<file path="config.mk">
export PLATFORM = sky130hd
export DESIGN_NAME = evt_timer
export DESIGN_NICKNAME = d
export VERILOG_FILES = /design/src/rtl/evt_pkg.sv /design/src/rtl/evt_prescale.sv /design/src/rtl/evt_counter.sv /design/src/rtl/evt_cmp_chan.sv /design/src/rtl/evt_timer.sv
export SDC_FILE = /design/constraint.sdc
export NUM_CORES = 1
export LEC_CHECK = 0
export BUFFER_PORTS_ARGS = -buffer_cell sky130_fd_sc_hd__buf_2
export CAP_MARGIN = 20
export CORE_ASPECT_RATIO = 1.75
export CORE_MARGIN = 8
export CORE_UTILIZATION = 59
export DETAILED_ROUTE_END_ITERATION = 6
export PLACE_DENSITY = 0.8
export REMOVE_ABC_BUFFERS = 1
export SLEW_MARGIN = 40
export SYNTH_ARGS = -nofsm -noshare
export SYNTH_HDL_FRONTEND = slang
export SYNTH_HIERARCHICAL = 1
export SYNTH_SLANG_ARGS = --single-unit
</file>
<file path="constraint.sdc">
create_clock -name clk -period 5 [get_ports clk]
set_clock_uncertainty 0.1 [all_clocks]
set_input_delay 0.25 -clock clk [delete_from_list [all_inputs] [get_ports clk]]
set_output_delay 0.25 -clock clk [all_outputs]
set_load 0.01 [all_outputs]
</file>
<file path="src/rtl/evt_pkg.sv">
package evt_pkg;

    // register map (5-bit address space)
    localparam int unsigned A_CTRL     = 0;
    localparam int unsigned A_TIME_HI  = 1;
    localparam int unsigned A_TIME_LO  = 2;
    localparam int unsigned A_STAMP_HI = 3;
    localparam int unsigned A_STAMP_LO = 4;
    localparam int unsigned A_SHORT    = 5;
    localparam int unsigned A_CMP_BASE = 8;

    typedef enum logic [1:0] {
        CH_OFF,
        CH_WAIT,
        CH_ARMED
    } chan_state_e;

endpackage

</file>
<file path="src/rtl/evt_prescale.sv">
module evt_prescale #(
    parameter int unsigned SEL_W = 3
) (
    input  logic             clk,
    input  logic             rst_n,
    input  logic [SEL_W-1:0] sel,
    input  logic             restart,
    output logic             tick
);
    localparam int unsigned DIV_W = (1 << SEL_W) - 1;

    logic [DIV_W-1:0] div_q;
    logic [DIV_W-1:0] mask;

    always_comb begin
        mask = (DIV_W'(1) << sel) - DIV_W'(1);
        tick = (div_q & mask) == mask;
    end

    always_ff @(posedge clk or negedge rst_n) begin
        if (!rst_n)       div_q <= '0;
        else if (restart) div_q <= '0;
        else              div_q <= div_q + DIV_W'(1);
    end

    AST_RESTART_ZERO: assert property (@(posedge clk) disable iff (!rst_n)
        restart |=> div_q == '0);

endmodule

</file>
<file path="src/rtl/evt_counter.sv">
module evt_counter #(
    parameter int unsigned CNT_W = 24
) (
    input  logic             clk,
    input  logic             rst_n,
    input  logic             tick,
    input  logic             load,
    input  logic [CNT_W-1:0] load_val,
    output logic [CNT_W-1:0] count_o
);
    always_ff @(posedge clk or negedge rst_n) begin
        if (!rst_n)    count_o <= '0;
        else if (load) count_o <= load_val;
        else if (tick) count_o <= count_o + CNT_W'(1);
    end

    AST_COUNT_HOLD: assert property (@(posedge clk) disable iff (!rst_n)
        (!load && !tick) |=> $stable(count_o));
    AST_COUNT_STEP: assert property (@(posedge clk) disable iff (!rst_n)
        (!load && tick) |=> count_o == $past(count_o) + CNT_W'(1));
    AST_COUNT_LOAD: assert property (@(posedge clk) disable iff (!rst_n)
        load |=> count_o == $past(load_val));

endmodule

</file>
<file path="src/rtl/evt_cmp_chan.sv">
module evt_cmp_chan
    import evt_pkg::*;
#(
    parameter int unsigned CNT_W = 24,
    parameter int unsigned LO_W  = 16
) (
    input  logic             clk,
    input  logic             rst_n,
    input  logic             hi_wr,
    input  logic             lo_wr,
    input  logic [LO_W-1:0]  wdata,
    input  logic             tick,
    input  logic             load,
    input  logic [CNT_W-1:0] count,
    input  logic             short_mode,
    input  logic [LO_W-1:0]  short_val,
    input  logic             clr,
    output logic             match_o,
    output logic             flag_o,
    output logic [LO_W-1:0]  rd_hi,
    output logic [LO_W-1:0]  rd_lo
);
    localparam int unsigned UP_W  = CNT_W - LO_W;
    localparam int unsigned PAD_W = LO_W - 1 - UP_W;

    chan_state_e      state_q, state_d;
    logic [UP_W-1:0]  up_stage_q;
    logic             dis_q;
    logic [CNT_W-1:0] cmp_q;
    logic [CNT_W-1:0] nxt;
    logic             hit;

    // state register
    always_ff @(posedge clk or negedge rst_n) begin
        if (!rst_n) state_q <= CH_OFF;
        else        state_q <= state_d;
    end

    // transitions
    always_comb begin
        state_d = state_q;
        unique case (state_q)
            CH_OFF: begin
                if (hi_wr)               state_d = CH_WAIT;
                else if (lo_wr && !dis_q) state_d = CH_ARMED;
            end
            CH_WAIT: begin
                if (lo_wr) state_d = dis_q ? CH_OFF : CH_ARMED;
            end
            CH_ARMED: begin
                if (hi_wr)               state_d = CH_WAIT;
                else if (lo_wr && dis_q) state_d = CH_OFF;
            end
            default: state_d = CH_OFF;
        endcase
    end

    // compare value staging
    always_ff @(posedge clk or negedge rst_n) begin
        if (!rst_n) begin
            up_stage_q <= '0;
            dis_q      <= 1'b0;
            cmp_q      <= {{UP_W{1'b0}}, {LO_W{1'b1}}};
        end else if (hi_wr) begin
            up_stage_q <= wdata[UP_W-1:0];
            dis_q      <= wdata[LO_W-1];
        end else if (lo_wr) begin
            cmp_q <= {up_stage_q, wdata};
        end
    end

    // look-ahead: match on the tick that makes count equal the target
    always_comb begin
        nxt = count + CNT_W'(1);
        if (short_mode) hit = tick && !load && (nxt[LO_W-1:0] == short_val);
        else            hit = tick && !load && (state_q == CH_ARMED) && (nxt == cmp_q);
    end

    // outputs
    always_ff @(posedge clk or negedge rst_n) begin
        if (!rst_n) begin
            match_o <= 1'b0;
            flag_o  <= 1'b0;
        end else begin
            match_o <= hit;
            if (hit)      flag_o <= 1'b1;
            else if (clr) flag_o <= 1'b0;
        end
    end

    assign rd_hi = {dis_q, {PAD_W{1'b0}}, cmp_q[CNT_W-1:LO_W]};
    assign rd_lo = cmp_q[LO_W-1:0];

    AST_HI_DISARMS: assert property (@(posedge clk) disable iff (!rst_n)
        hi_wr |=> state_q == CH_WAIT);
    AST_LOAD_NO_MATCH: assert property (@(posedge clk) disable iff (!rst_n)
        load |=> !match_o);
    AST_PULSE_SETS_FLAG: assert property (@(posedge clk) disable iff (!rst_n)
        match_o |-> flag_o);
    AST_FLAG_STICKY: assert property (@(posedge clk) disable iff (!rst_n)
        (flag_o && !clr) |=> flag_o);

endmodule

</file>
<file path="src/rtl/evt_timer.sv">
module evt_timer
    import evt_pkg::*;
#(
    parameter int unsigned CNT_W     = 24,
    parameter int unsigned LO_W      = 16,
    parameter int unsigned SEL_W     = 3,
    parameter int unsigned NCH       = 3,
    parameter int unsigned ADDR_W    = 5,
    parameter int unsigned STREAM_CH = 1
) (
    input  logic              clk,
    input  logic              rst_n,
    input  logic              wr_en,
    input  logic              rd_en,
    input  logic [ADDR_W-1:0] addr,
    input  logic [LO_W-1:0]   wdata,
    output logic [LO_W-1:0]   rdata,
    input  logic              frame_start,
    input  logic [NCH-1:0]    match_clr,
    output logic [NCH-1:0]    match_pulse,
    output logic [NCH-1:0]    match_flag
);
    localparam int unsigned UP_W  = CNT_W - LO_W;
    localparam int unsigned CTL_PAD = LO_W - SEL_W - 1;
    localparam int unsigned UP_PAD  = LO_W - UP_W;

    logic [SEL_W-1:0] sel_q;
    logic             stream_q;
    logic [UP_W-1:0]  time_stage_q;
    logic [LO_W-1:0]  short_q;
    logic [LO_W-1:0]  snap_q;
    logic [CNT_W-1:0] stamp_q;
    logic [CNT_W-1:0] count;
    logic             tick;
    logic             ctrl_wr, load, snap_rd;
    logic [LO_W-1:0]  rd_mux;
    logic [LO_W-1:0]  ch_hi [NCH];
    logic [LO_W-1:0]  ch_lo [NCH];

    assign ctrl_wr = wr_en && (addr == ADDR_W'(A_CTRL));
    assign load    = wr_en && (addr == ADDR_W'(A_TIME_LO));
    assign snap_rd = rd_en && (addr == ADDR_W'(A_TIME_HI));

    always_ff @(posedge clk or negedge rst_n) begin
        if (!rst_n) begin
            sel_q        <= '1;
            stream_q     <= 1'b0;
            time_stage_q <= '0;
            short_q      <= '1;
        end else if (wr_en) begin
            if (addr == ADDR_W'(A_CTRL)) begin
                sel_q    <= wdata[SEL_W-1:0];
                stream_q <= wdata[SEL_W];
            end
            if (addr == ADDR_W'(A_TIME_HI)) time_stage_q <= wdata[UP_W-1:0];
            if (addr == ADDR_W'(A_SHORT))   short_q      <= wdata;
        end
    end

    evt_prescale #(.SEL_W(SEL_W)) u_pre (
        .clk     (clk),
        .rst_n   (rst_n),
        .sel     (sel_q),
        .restart (ctrl_wr),
        .tick    (tick)
    );

    evt_counter #(.CNT_W(CNT_W)) u_cnt (
        .clk      (clk),
        .rst_n    (rst_n),
        .tick     (tick),
        .load     (load),
        .load_val ({time_stage_q, wdata}),
        .count_o  (count)
    );

    always_ff @(posedge clk or negedge rst_n) begin
        if (!rst_n) begin
            snap_q  <= '0;
            stamp_q <= '0;
        end else begin
            if (snap_rd)     snap_q  <= count[LO_W-1:0];
            if (frame_start) stamp_q <= count;
        end
    end

    for (genvar gk = 0; gk < NCH; gk++) begin : g_ch
        logic short_sel;
        assign short_sel = stream_q && (gk == STREAM_CH);

        evt_cmp_chan #(.CNT_W(CNT_W), .LO_W(LO_W)) u_ch (
            .clk        (clk),
            .rst_n      (rst_n),
            .hi_wr      (wr_en && (addr == ADDR_W'(A_CMP_BASE + 2*gk))),
            .lo_wr      (wr_en && (addr == ADDR_W'(A_CMP_BASE + 2*gk + 1))),
            .wdata      (wdata),
            .tick       (tick),
            .load       (load),
            .count      (count),
            .short_mode (short_sel),
            .short_val  (short_q),
            .clr        (match_clr[gk]),
            .match_o    (match_pulse[gk]),
            .flag_o     (match_flag[gk]),
            .rd_hi      (ch_hi[gk]),
            .rd_lo      (ch_lo[gk])
        );
    end

    always_comb begin
        rd_mux = '0;
        if      (addr == ADDR_W'(A_CTRL))     rd_mux = {{CTL_PAD{1'b0}}, stream_q, sel_q};
        else if (addr == ADDR_W'(A_TIME_HI))  rd_mux = {{UP_PAD{1'b0}}, count[CNT_W-1:LO_W]};
        else if (addr == ADDR_W'(A_TIME_LO))  rd_mux = snap_q;
        else if (addr == ADDR_W'(A_STAMP_HI)) rd_mux = {{UP_PAD{1'b0}}, stamp_q[CNT_W-1:LO_W]};
        else if (addr == ADDR_W'(A_STAMP_LO)) rd_mux = stamp_q[LO_W-1:0];
        else if (addr == ADDR_W'(A_SHORT))    rd_mux = short_q;
        else begin
            for (int k = 0; k < NCH; k++) begin
                if (addr == ADDR_W'(A_CMP_BASE + 2*k))     rd_mux = ch_hi[k];
                if (addr == ADDR_W'(A_CMP_BASE + 2*k + 1)) rd_mux = ch_lo[k];
            end
        end
    end

    always_ff @(posedge clk or negedge rst_n) begin
        if (!rst_n)     rdata <= '0;
        else if (rd_en) rdata <= rd_mux;
    end

    AST_STAMP_CAPTURE: assert property (@(posedge clk) disable iff (!rst_n)
        frame_start |=> stamp_q == $past(count));
    AST_SNAP_HOLD: assert property (@(posedge clk) disable iff (!rst_n)
        !snap_rd |=> $stable(snap_q));
    AST_RDATA_HOLD: assert property (@(posedge clk) disable iff (!rst_n)
        !rd_en |=> $stable(rdata));

endmodule

</file>
==> flow_metrics.tcl, run 1 <==
set metrics [dict create \
    grt_busiest_layer "met2" \
    switching_power_mw 2.75 \
    fin_area_um2 16000 \
    fin_ws_ns 0.934 \
    htree_levels 1 \
    grt_pass1_vias 12000 \
    report.final.slew_viol_count 0 \
    vias_per_cell 6.64 \
    root_buffer "clkbuf_16" \
    fillerInstances 2000 \
    swShare 0.387 \
    regArea_um2 5740 \
    drtIter0Drc 1231 \
    cellPowerDensity_nw_per_um2 445 \
    timing.max_slew.rel_slack 0.422 \
    worst_pin_slew_ns 0.867 \
    wl_um 47200 \
    synth-seq-cells 226 \
    holdPathEnd "u_cnt/count_o[5]$_DFFE_PN0P_" \
    min_from "wdata[5]" \
    dieWidth_um 135 \
    gr-usage-met2 0.515 \
    seq_area_frac_synth 0.390 \
    antenna_left 0 \
    ff2ff_path_depth 12 \
    fin_util 0.650 \
    ir_worst_vdd_uv 325 \
    cp_max_fo 13 \
    clk_path_buf_depth 3 \
    leakagePower_nw 6.49 \
    synth-main-ff-cell "dfrtp_1" \
    syn_to_final_growth_pct 8.59 \
    comb_power_share 0.334 \
    grt_overflow 0 \
    p_seq_frac 0.426 \
    nets 1536 \
    synth.avg_cell_area_um2 10.1 \
    wl_per_cell_um 25.8 \
    clockPowerShare 0.240 \
    dpl-instance-area_um2 15100 \
    initial_core_util 0.598 \
    gp_congestion 0.989 \
    async_reset_ff_frac 1.00 \
    setup_viol 0 \
    drive_gt1_frac 0.268 \
    final.period_utilization 0.813 \
    synth_edf_count 0 \
    startpoint_type "flip-flop" \
    numCtsBuffers 23 \
    yosys_warnings 6 \
    p_int_mw 4.36 \
    grt_use_total 0.310 \
    rsz0062_at_grt "false" \
    vias 12100 \
    grt_max_degree 128 \
    synthesis.instances 1459 \
    cts_tree "done" \
    dp_slack_ns 1.10 \
    ff2ff_setup_slack_ns 0.93 \
    r2r-start "sel_q[1]$_DFFE_PN1P_" \
    status "complete, no violations" \
    io_buffer_count 50 \
    crit_type "reg2reg" \
    synth_area_um2 14700 \
    yosysMostFrequentCell "mux2_2" \
    finalHoldViolations 0 \
    dp_hpwl_um 33900 \
    worst_ep_required_time_ns 5.37 \
    io_pins 51 \
    hold_ws_ns 0.0156 \
    hold_path_depth 3 \
    grt_first_pass_wirelength_um 72000 \
    die_area_um2 30500 \
    antenna_cells 0 \
    fin_setup_tns_ns 0 \
    hp-class "in2reg" \
    synth_top_area_frac 0.270 \
    worstReg2RegEnd "g_ch[2].u_ch/flag_o$_DFFE_PN0P_" \
    clk_latency_ns 0.54 \
    worstSetupStartpoint "sel_q[1]$_DFFE_PN1P_" \
    yosys.area.top_type "dfrtp_1" \
    fp.dieH_um 225 \
    endpoint_kind "flip-flop" \
    cts_num_sinks 226 \
    core-area_um2 24600 \
    route.detailed.drc 0 \
    rows 76 \
    synth_area_leaders "dfrtp_1 (27%), mux2_2 (13%), dfstp_2 (12%)" \
    fin_crit_ns 4.07 \
    yosys-top-cells-count "mux2_2 (173), dfrtp_1 (159), xnor2_1 (96)" \
    multi_input_area_um2 8390 \
    synth.distinct_cells 85 \
    fmax_mhz 246 \
    grtUsageMet1 0.358 \
    use_met3 0.0406 \
    cap_violations 0 \
    crit_arrival_ns 4.43 \
    antenna_found_initial 0 \
    clk_pin_slew_ns 0.06 \
    dr.pass1.iters 6 \
]
-- through the flow --
step,cells,total power [mW]
floorplan,1386,4.47
global placement,1775,5.27
detailed placement,1775,5.35
CTS,1829,7.07
global route,1829,7.44
finish,1829,7.11
-- layer usage --
metal / routed length (um) / up-vias
li1: - / 5345
met1: 17100 / 5948
met5: 0 / -
met2: 23100 / 635
met4: 3830 / 0
met3: 3200 / 221
-- power by group through the flow --
| stage | combinational (mW) | clock (mW) | sequential, mW |
|---|---|---|---|
| 2_1_floorplan | 1.63 | 0 | 2.84 |
| 3_3_place_gp | 2.26 | 0 | 3.01 |
| 3_5_place_dp | 2.31 | 0 | 3.04 |
| 4_1_cts | 2.34 | 1.73 | 3.01 |
| 5_1_grt | 2.56 | 1.80 | 3.08 |
| 6_report | 2.37 | 1.71 | 3.03 |
-- area by class of cell --
type,count,area share
multi-input cells,1123,0.525
well taps,312,0.0244
flip-flops and latches,226,0.359
clock inverters,7,0.00438
clock buffers,34,0.0411
inverters,37,0.00868
repair buffers,90,0.0379
-- critical path, stage by stage (launching register included) --
cell,delay (ns)
dfstp_2,0.64
or3_1,0.14
ha_1,0.26
nor2_1,0.08
a221o_1,0.34
a221o_1,0.38
a21oi_2,0.50
nand4b_1,0.20
a2111oi_0,0.62
o2111ai_1,0.19
and4b_1,0.29
nand4_1,0.13
nand3_1,0.12
-- flip-flops by register name, indices dropped and copies added (netlist names) --
name	flops
time_stage_q	8
g_ch.u_ch/flag_o	3
rdata	16
g_ch.u_ch/up_stage_q	24
u_pre/div_q	7
g_ch.u_ch/match_o	3
snap_q	16
g_ch.u_ch/cmp_q	72
sel_q	3
g_ch.u_ch/state_q	6
g_ch.short_sel	1
u_cnt/count_o	24
short_q	16
g_ch.u_ch/dis_q	3
stamp_q	24
-- layout by cell type (no fill, tap or decap), drive strengths merged, types with 6 or more instances in the layout --
| master | n |
|---|---|
| dfstp | 67 |
| o21ai | 77 |
| nor3 | 23 |
| nor3b | 8 |
| and4 | 10 |
| and3 | 10 |
| a21oi | 51 |
| ha | 6 |
| clkbuf | 34 |
| a31oi | 19 |
| o22ai | 22 |
| o2111ai | 7 |
| mux2i | 35 |
| conb | 25 |
| xnor2 | 96 |
| a2111oi | 14 |
| dfrtp | 159 |
| inv | 37 |
| nor2b | 24 |
| nand4 | 36 |
| buf | 77 |
| mux2 | 174 |
| nor2 | 85 |
| nand2 | 91 |
| a221oi | 8 |
| or3 | 15 |
| nand3 | 56 |
| or2 | 7 |
| a211oi | 6 |
| nand4b | 7 |
| nor4 | 32 |
| dlygate4sd3 | 13 |
| nand2b | 12 |
| and2 | 8 |
| o221ai | 8 |
| xor2 | 82 |
| a22o | 7 |
-- kinds of logic (layout without fill, tap and decap cells) --
kind of cell,Yosys count,after routing,share of synthesized area
xor gates and xnor gates,178,178,0.106
DFF,226,226,0.390
buffers and inverters,131,168,0.0477
adders and majority gates,6,6,0.00510
and+or+nand+nor,448,448,0.175
muxes,211,211,0.160
other,4,25,0.00102
AOI/OAI and AO/OA,255,255,0.116
-- worst max path at each step --
stage | to | depth (start not counted)
after floorplan | u_cnt/count_o[18]$_DFFE_PN0P_ | 10
after global routing | g_ch[1].u_ch/flag_o$_DFFE_PN0P_ | 13
after global placement | u_cnt/count_o[18]$_DFFE_PN0P_ | 11
after CTS | u_cnt/count_o[18]$_DFFE_PN0P_ | 10
final | g_ch[2].u_ch/flag_o$_DFFE_PN0P_ | 12
after detailed placement | u_cnt/count_o[18]$_DFFE_PN0P_ | 10
-- timing repair --
item | CTS | global route
hold buffers | 13 | 0
setup endpoints to repair | 0 | 0
setup buffers | 0 | 0
hold endpoints to repair | 95 | 0
resized for setup | 0 | 0
Note: power is estimated with default switching activity, not from simulation.
==> inputs of run 2 (changes only) <==
- ABC_AREA: not set -> 1
- clock period: 5 -> 4 ns (I/O delays scaled with it)
==> run 2 against run 1 <==
Net effect: synthesized area rose by 7.9%; final area rose by 9.5%; count of clock-buffer cells in the layout fell by 1; non-clock buffer count rose by 16; critical path depth rose by 1; combinational power rose by 55%; critical path type unchanged; largest cell class unchanged.
==> flow_metrics.tcl, run 2 <==
set metrics [dict create \
    cts_tree "done" \
    seq_area_frac_synth 0.361 \
    root_buffer "clkbuf_16" \
    nets 2274 \
    p_seq_frac 0.396 \
    fmax_mhz 318 \
    worstPathCellList "inv_1, nand3_1, ha_1, nand4_1, nand2_1, clkinv_1, nand2_1, nand2_1, nor2_1, nand2_2, inv_1, o21ai_0, o21ai_0" \
    synth_area_um2 15900 \
    yosysMostFrequentCell "nand2_1" \
    core-area_um2 26600 \
    setup_viol 0 \
    dp_hpwl_um 41400 \
    yosys-top-cells-count "nand2_1 (687), inv_1 (233), nor2_1 (209)" \
    dp.cells 2518 \
    yosys_warnings 6 \
    fin_setup_tns_ns 0 \
    cp.depth 13 \
    clk_latency_ns 0.56 \
    crit_buf_inv 3 \
    regMostFlops "g_ch.u_ch/cmp_q" \
    gr-usage-met2 0.606 \
    wl_um 57400 \
    ff2ff_setup_slack_ns 0.85 \
    hp-class "in2reg" \
    final_cell_mix "nand2_1 (687), inv_1 (233), nor2_1 (208)" \
    hold_path_depth 2 \
    cts_resized 0 \
    synth_top_area_frac 0.250 \
    grtUsageMet1 0.380 \
    startpoint_type "flip-flop" \
    final.period_utilization 0.787 \
    stdcell_count 2580 \
    grt_use_total 0.356 \
    worstReg2RegEnd "u_cnt/count_o[8]$_DFFE_PN0P_" \
    critical_path.most_common_cell "nand2_1" \
    use_met3 0.0556 \
    clk_path_buf_depth 3 \
    endpoint_kind "flip-flop" \
    fillerInstances 2317 \
    gp_congestion 1.04 \
    leakagePower_nw 8.85 \
    clockPowerShare 0.234 \
    synthesis.instances 2160 \
    grt_max_degree 73 \
    report.final.slew_viol_count 0 \
    synth.distinct_cells 53 \
    rows 79 \
    fp.dieH_um 233 \
    ff2ff_path_depth 13 \
    vias_per_cell 5.90 \
    synth.avg_cell_area_um2 7.36 \
    cp_slowest_cell "dfstp_2" \
    timing.max_slew.rel_slack 0.396 \
    worstSetupStartpoint "sel_q[1]$_DFFE_PN1P_" \
    io_buffer_count 50 \
    crit_type "reg2reg" \
    ir_worst_vdd_uv 393 \
    worst_ep_required_time_ns 4.36 \
    crit_arrival_ns 3.51 \
    die_area_um2 32700 \
    comb_power_share 0.370 \
    status "complete, no violations" \
    finalHoldViolations 0 \
    cts_num_sinks 226 \
    dr.pass1.iters 6 \
    numCtsBuffers 23 \
    fin_crit_ns 3.15 \
    rsz0062_at_grt "false" \
    switching_power_mw 4.21 \
    p_int_mw 5.72 \
    grt_overflow 0 \
    post_cts.repair.setup_buffers 0 \
    synth_area_leaders "dfrtp_1 (25%), nand2_1 (16%), dfstp_2 (11%)" \
    drtIter0Drc 1514 \
    endpoint "u_cnt/count_o[8]$_DFFE_PN0P_" \
    r2r-start "sel_q[1]$_DFFE_PN1P_" \
    syn_to_final_growth_pct 10.2 \
    vias 15200 \
    antenna_left 0 \
    cellPowerDensity_nw_per_um2 567 \
    wl_per_cell_um 22.3 \
    layout_commonest_cell "nand2_1" \
    cp_max_fo 14 \
    synth_edf_count 0 \
    antenna_found_initial 2 \
    clk_pin_slew_ns 0.07 \
    grt_pass1_vias 14900 \
    worst_pin_slew_ns 0.906 \
    route.detailed.drc 0 \
    synth-seq-cells 226 \
    htree_levels 1 \
    yosys.area.top_type "dfrtp_1" \
    crit_path_max_incr_delay_ns 0.65 \
    grt_busiest_layer "met2" \
    synth-main-ff-cell "dfrtp_1" \
    antenna_cells 0 \
    io_pins 51 \
    drive_gt1_frac 0.173 \
    dieWidth_um 140 \
    critical-path-top-delay-family "simple AND/OR/NAND/NOR gates" \
    largest_register_ffs 72 \
    async_reset_ff_frac 1.00 \
    grt_first_pass_wirelength_um 86400 \
    cap_violations 0 \
    swShare 0.424 \
    initial_core_util 0.598 \
]
## run 2: cell count changes after synthesis, moves of 35 or more
| cell | delta |
|---|---|
| inv_1 | +197 |
| mux2_2 | -124 |
| mux2i_1 | -35 |
| nand2_1 | +598 |
| nand3_1 | +119 |
| nor2_1 | +127 |
| o21ai_0 | +40 |
| xnor2_1 | -75 |
| xor2_1 | -50 |
## run 2: area by class of cell
| type | count | area [um^2] | share of cell area |
|---|---|---|---|
| Inverter | 256 | 965 | 0.0551 |
| Tap cell | 324 | 405 | 0.0231 |
| Timing Repair Buffer | 106 | 763 | 0.0436 |
| Clock inverter | 9 | 126 | 0.00722 |
| Multi-Input combinational cell | 1626 | 8830 | 0.505 |
| Sequential cell | 226 | 5740 | 0.328 |
| Clock buffer | 33 | 673 | 0.0384 |
## run 2: metrics by stage
step | utilization | cell area (um^2) | hold slack, ns | setup WS [ns] | power, mW
after floorplan | - | 15500 | -0.196 | 0.999 | 5.98
after global placement | 0.620 | 16500 | 0.258 | 1.03 | 7.34
after detailed placement | 0.621 | 16500 | 0.0474 | 0.980 | 7.45
after CTS | 0.658 | 17500 | 0.00752 | 0.948 | 9.80
after global routing | 0.659 | 17500 | 0.0315 | 0.608 | 10.4
final | 0.659 | 17500 | 0.0378 | 0.852 | 9.93
## run 2: logic make-up after synthesis
kind of cell    Yosys count  share of synthesized area
simple gates           1245                      0.356
flops                   226                      0.361
fa+ha+maj                 6                    0.00472
other cells               4                   0.000944
buf+inv                 329                     0.0893
mux                      61                     0.0456
xor+xnor                 80                     0.0665
compound gates          209                     0.0757
## run 2: how the worst min path moves through the flow
stage | startpoint | end | slack, ns
after floorplan | rst_n | g_ch[0].u_ch/cmp_q[16]$_DFFE_PN0P_ | -0.20
after global placement | rst_n | g_ch[0].u_ch/up_stage_q[1]$_DFFE_PN0P_ | 0.26
after detailed placement | rst_n | g_ch[0].u_ch/up_stage_q[1]$_DFFE_PN0P_ | 0.05
after CTS | wdata[10] | g_ch[2].u_ch/cmp_q[10]$_DFFE_PN1P_ | 0.008
after global routing | wdata[10] | short_q[10]$_DFFE_PN1P_ | 0.03
final | wdata[10] | g_ch[2].u_ch/cmp_q[10]$_DFFE_PN1P_ | 0.04
## run 2: power groups by stage
stage	logic (mW)	clock network [mW]	registers, mW
floorplan	2.39	0	3.59
global placement	3.45	0	3.89
detailed placement	3.53	0	3.92
CTS	3.56	2.36	3.88
global route	4.00	2.43	3.98
finish	3.67	2.33	3.93
## run 2: metal layers
layer / part of all wire / wire, um
met1: 0.34 / 19300
met2: 0.48 / 27500
met3: 0.085 / 4860
met4: 0.10 / 5740
met5: 0.00021 / 12
## run 2: worst reg2reg max path: cells and delay by family, from the launching register on
kind                     cells  cell delay [ns]
buffers and inverters        3             0.58
adder cells (fa/ha/maj)      1             0.25
AO/OA/AOI/OAI                2             0.32
AND/OR/NAND/NOR              7             1.16
flip-flops                   1             0.65
## run 2: what timing repair did
item / CTS / global route
hold buffers: 20 / 0
hold endpoints to repair: 260 / 0
setup endpoints to repair: 0 / 0
==> inputs of run 3 (changes only) <==
- ABC_AREA: 1 -> 0
- clock period: 4 -> 2.9 ns (I/O delays scaled with it)
==> run 3 against run 2 <==
Net effect: count of clock-buffer cells in the layout down 4; setup slack got worse by 1.1 ns; the run now ends with negative setup slack left; critical path depth decreased by 2; highest routed layer is now met4; hold slack gained 0.027 ns; largest cell class unchanged; register-to-register slack worse by 1.1 ns; power rose by 28%; first-iteration DRC count shrank 31%; final area down 3.3%; largest power group unchanged; die area is 6.7% lower.
==> flow_metrics.tcl, run 3 (synthesis gave the netlist of run 1 again) <==
set metrics [dict create \
    worstPathCellList "or3_1, ha_2, nor2_1, a221o_1, a221o_1, a21oi_2, buf_12, nand3_2, or4_4, or3_1, a31oi_1" \
    fillerInstances 1915 \
    crit_type "reg2reg" \
    grt_overflow 0 \
    wl_um 50200 \
    fp.dieH_um 225 \
    report.final.slew_viol_count 0 \
    regMostFlops "g_ch.u_ch/cmp_q" \
    dp_slack_ns -0.328 \
    rows 76 \
    violations "negative setup slack" \
    worst_pin_slew_ns 0.780 \
    clk_latency_ns 0.54 \
    nets 1640 \
    startpoint_type "flip-flop" \
    wl_per_cell_um 26.0 \
    crit_path_max_incr_delay_ns 0.54 \
    io_pins 51 \
    fin_ws_ns -0.229 \
    layout_commonest_cell "mux2_2" \
    antenna_found_initial 0 \
    root_buffer "clkbuf_16" \
    ir_worst_vdd_uv 651 \
    dr.pass1.iters 6 \
    cts_tree "done" \
    die_area_um2 30500 \
    critical-path-top-delay-family "simple AND/OR/NAND/NOR gates" \
    grt_max_degree 84 \
    initial_core_util 0.598 \
    numCtsBuffers 22 \
    vias 12600 \
    endpoint "u_cnt/count_o[20]$_DFFE_PN0P_" \
    gp_congestion 0.983 \
    final.period_utilization 1.08 \
    core-area_um2 24600 \
    worstReg2RegEnd "u_cnt/count_o[20]$_DFFE_PN0P_" \
    p_total_mw 12.7 \
    crit_arrival_ns 3.48 \
    leakagePower_nw 7.05 \
    ff2ff_setup_slack_ns -0.23 \
    drtIter0Drc 1050 \
    crit_buf_inv 1 \
    stdcell_count 1933 \
    dp_hpwl_um 37300 \
    antenna_left 0 \
    worstSetupStartpoint "sel_q[2]$_DFFE_PN1P_" \
    dieWidth_um 135 \
    hold_ws_ns 0.0649 \
    dp.cells 1871 \
    status "complete, but fails checks" \
    grt_use_total 0.330 \
    route.detailed.drc 0 \
    worst_ep_required_time_ns 3.25 \
    htree_levels 1 \
    fmax_mhz 320 \
    fin_crit_ns 3.13 \
    grt_first_pass_wirelength_um 76000 \
    r2r-start "sel_q[2]$_DFFE_PN1P_" \
    largest_register_ffs 72 \
    endpoint_kind "flip-flop" \
    antenna_cells 0 \
    timing.max_slew.rel_slack 0.476 \
    fin_area_um2 16900 \
    final_cell_mix "mux2_2 (173), dfrtp_1 (159), buf_4 (120)" \
    vias_per_cell 6.51 \
    cp_max_fo 7 \
    clk_path_buf_depth 3 \
    cellPowerDensity_nw_per_um2 752 \
    fin_setup_tns_ns -2.01 \
    finalHoldViolations 0 \
    syn_to_final_growth_pct 14.9 \
    dpl-instance-area_um2 15900 \
    drive_gt1_frac 0.318 \
    grt_pass1_vias 12900 \
    hp-class "in2async" \
    rsz0062_at_grt "true" \
    ff2ff_path_depth 11 \
    cts_num_sinks 226 \
    fin_util 0.687 \
    io_buffer_count 50 \
    setup_viol 14 \
    cp_slowest_cell "dfstp_2" \
    clk_pin_slew_ns 0.06 \
    cap_violations 0 \
    cp.depth 11 \
]
run 3: cell types whose count changed in the layout (fill, tap and decap cells not counted), sizes merged, moves of 19 or more:
cell	before	now
nand3	174	56
mux2	61	174
buf	86	174
nand3b	24	5
nand2	733	91
o21ai	129	77
xor2	35	82
inv	249	36
xnor2	21	96
nor2b	0	24
mux2i	0	35
nor4	0	32
nor2	258	85
xnor3	21	0
run 3: power by group:
part           internal [mW]  switching (mW)
registers               3.98            1.01
logic                   2.18            2.68
clock network           1.60            1.29
total                   7.76            4.98
run 3: cell type report:
| class | instances | area, um^2 | share of cell area |
|---|---|---|---|
| clock buffer | 29 | 618 | 0.0365 |
| clock inverter | 11 | 91.3 | 0.00540 |
| multi-input combinational | 1123 | 8500 | 0.502 |
| timing repair buffer | 195 | 1450 | 0.0857 |
| inverter | 37 | 139 | 0.00820 |
| sequential | 226 | 5740 | 0.339 |
| tap | 312 | 390 | 0.0231 |
run 3: repair_timing:
action                                  4_1_cts  5_1_grt
pin swaps                                    19       11
endpoints found under the hold margin       146        0
endpoints found under the setup margin       17       23
setup buffers                                 3        0
hold buffers                                 21        0
gates resized for setup                      19        9
run 3: how the worst min path moves through the flow:
stage / from / cells past startpoint / end / slack [ns]
2_1_floorplan: rst_n / 0 / g_ch[0].u_ch/cmp_q[16]$_DFFE_PN0P_ / -0.25
3_3_place_gp: rst_n / 1 / g_ch[1].u_ch/up_stage_q[3]$_DFFE_PN0P_ / 0.06
3_5_place_dp: rst_n / 1 / g_ch[1].u_ch/up_stage_q[3]$_DFFE_PN0P_ / 0.07
4_1_cts: wr_en / 3 / g_ch[2].u_ch/state_q[1]$_DFFE_PN0P_ / 0.07
5_1_grt: wr_en / 3 / g_ch[2].u_ch/state_q[1]$_DFFE_PN0P_ / 0.11
6_report: rst_n / 2 / g_ch[1].u_ch/up_stage_q[3]$_DFFE_PN0P_ / 0.06
run 3: layer usage:
metal	track usage	up-vias	wire length (um)
met1	0.369	6157	18100
met5	0	-	0
met2	0.557	632	24800
li1	-	5557	-
met4	0.253	0	4170
met3	0.0453	237	3120
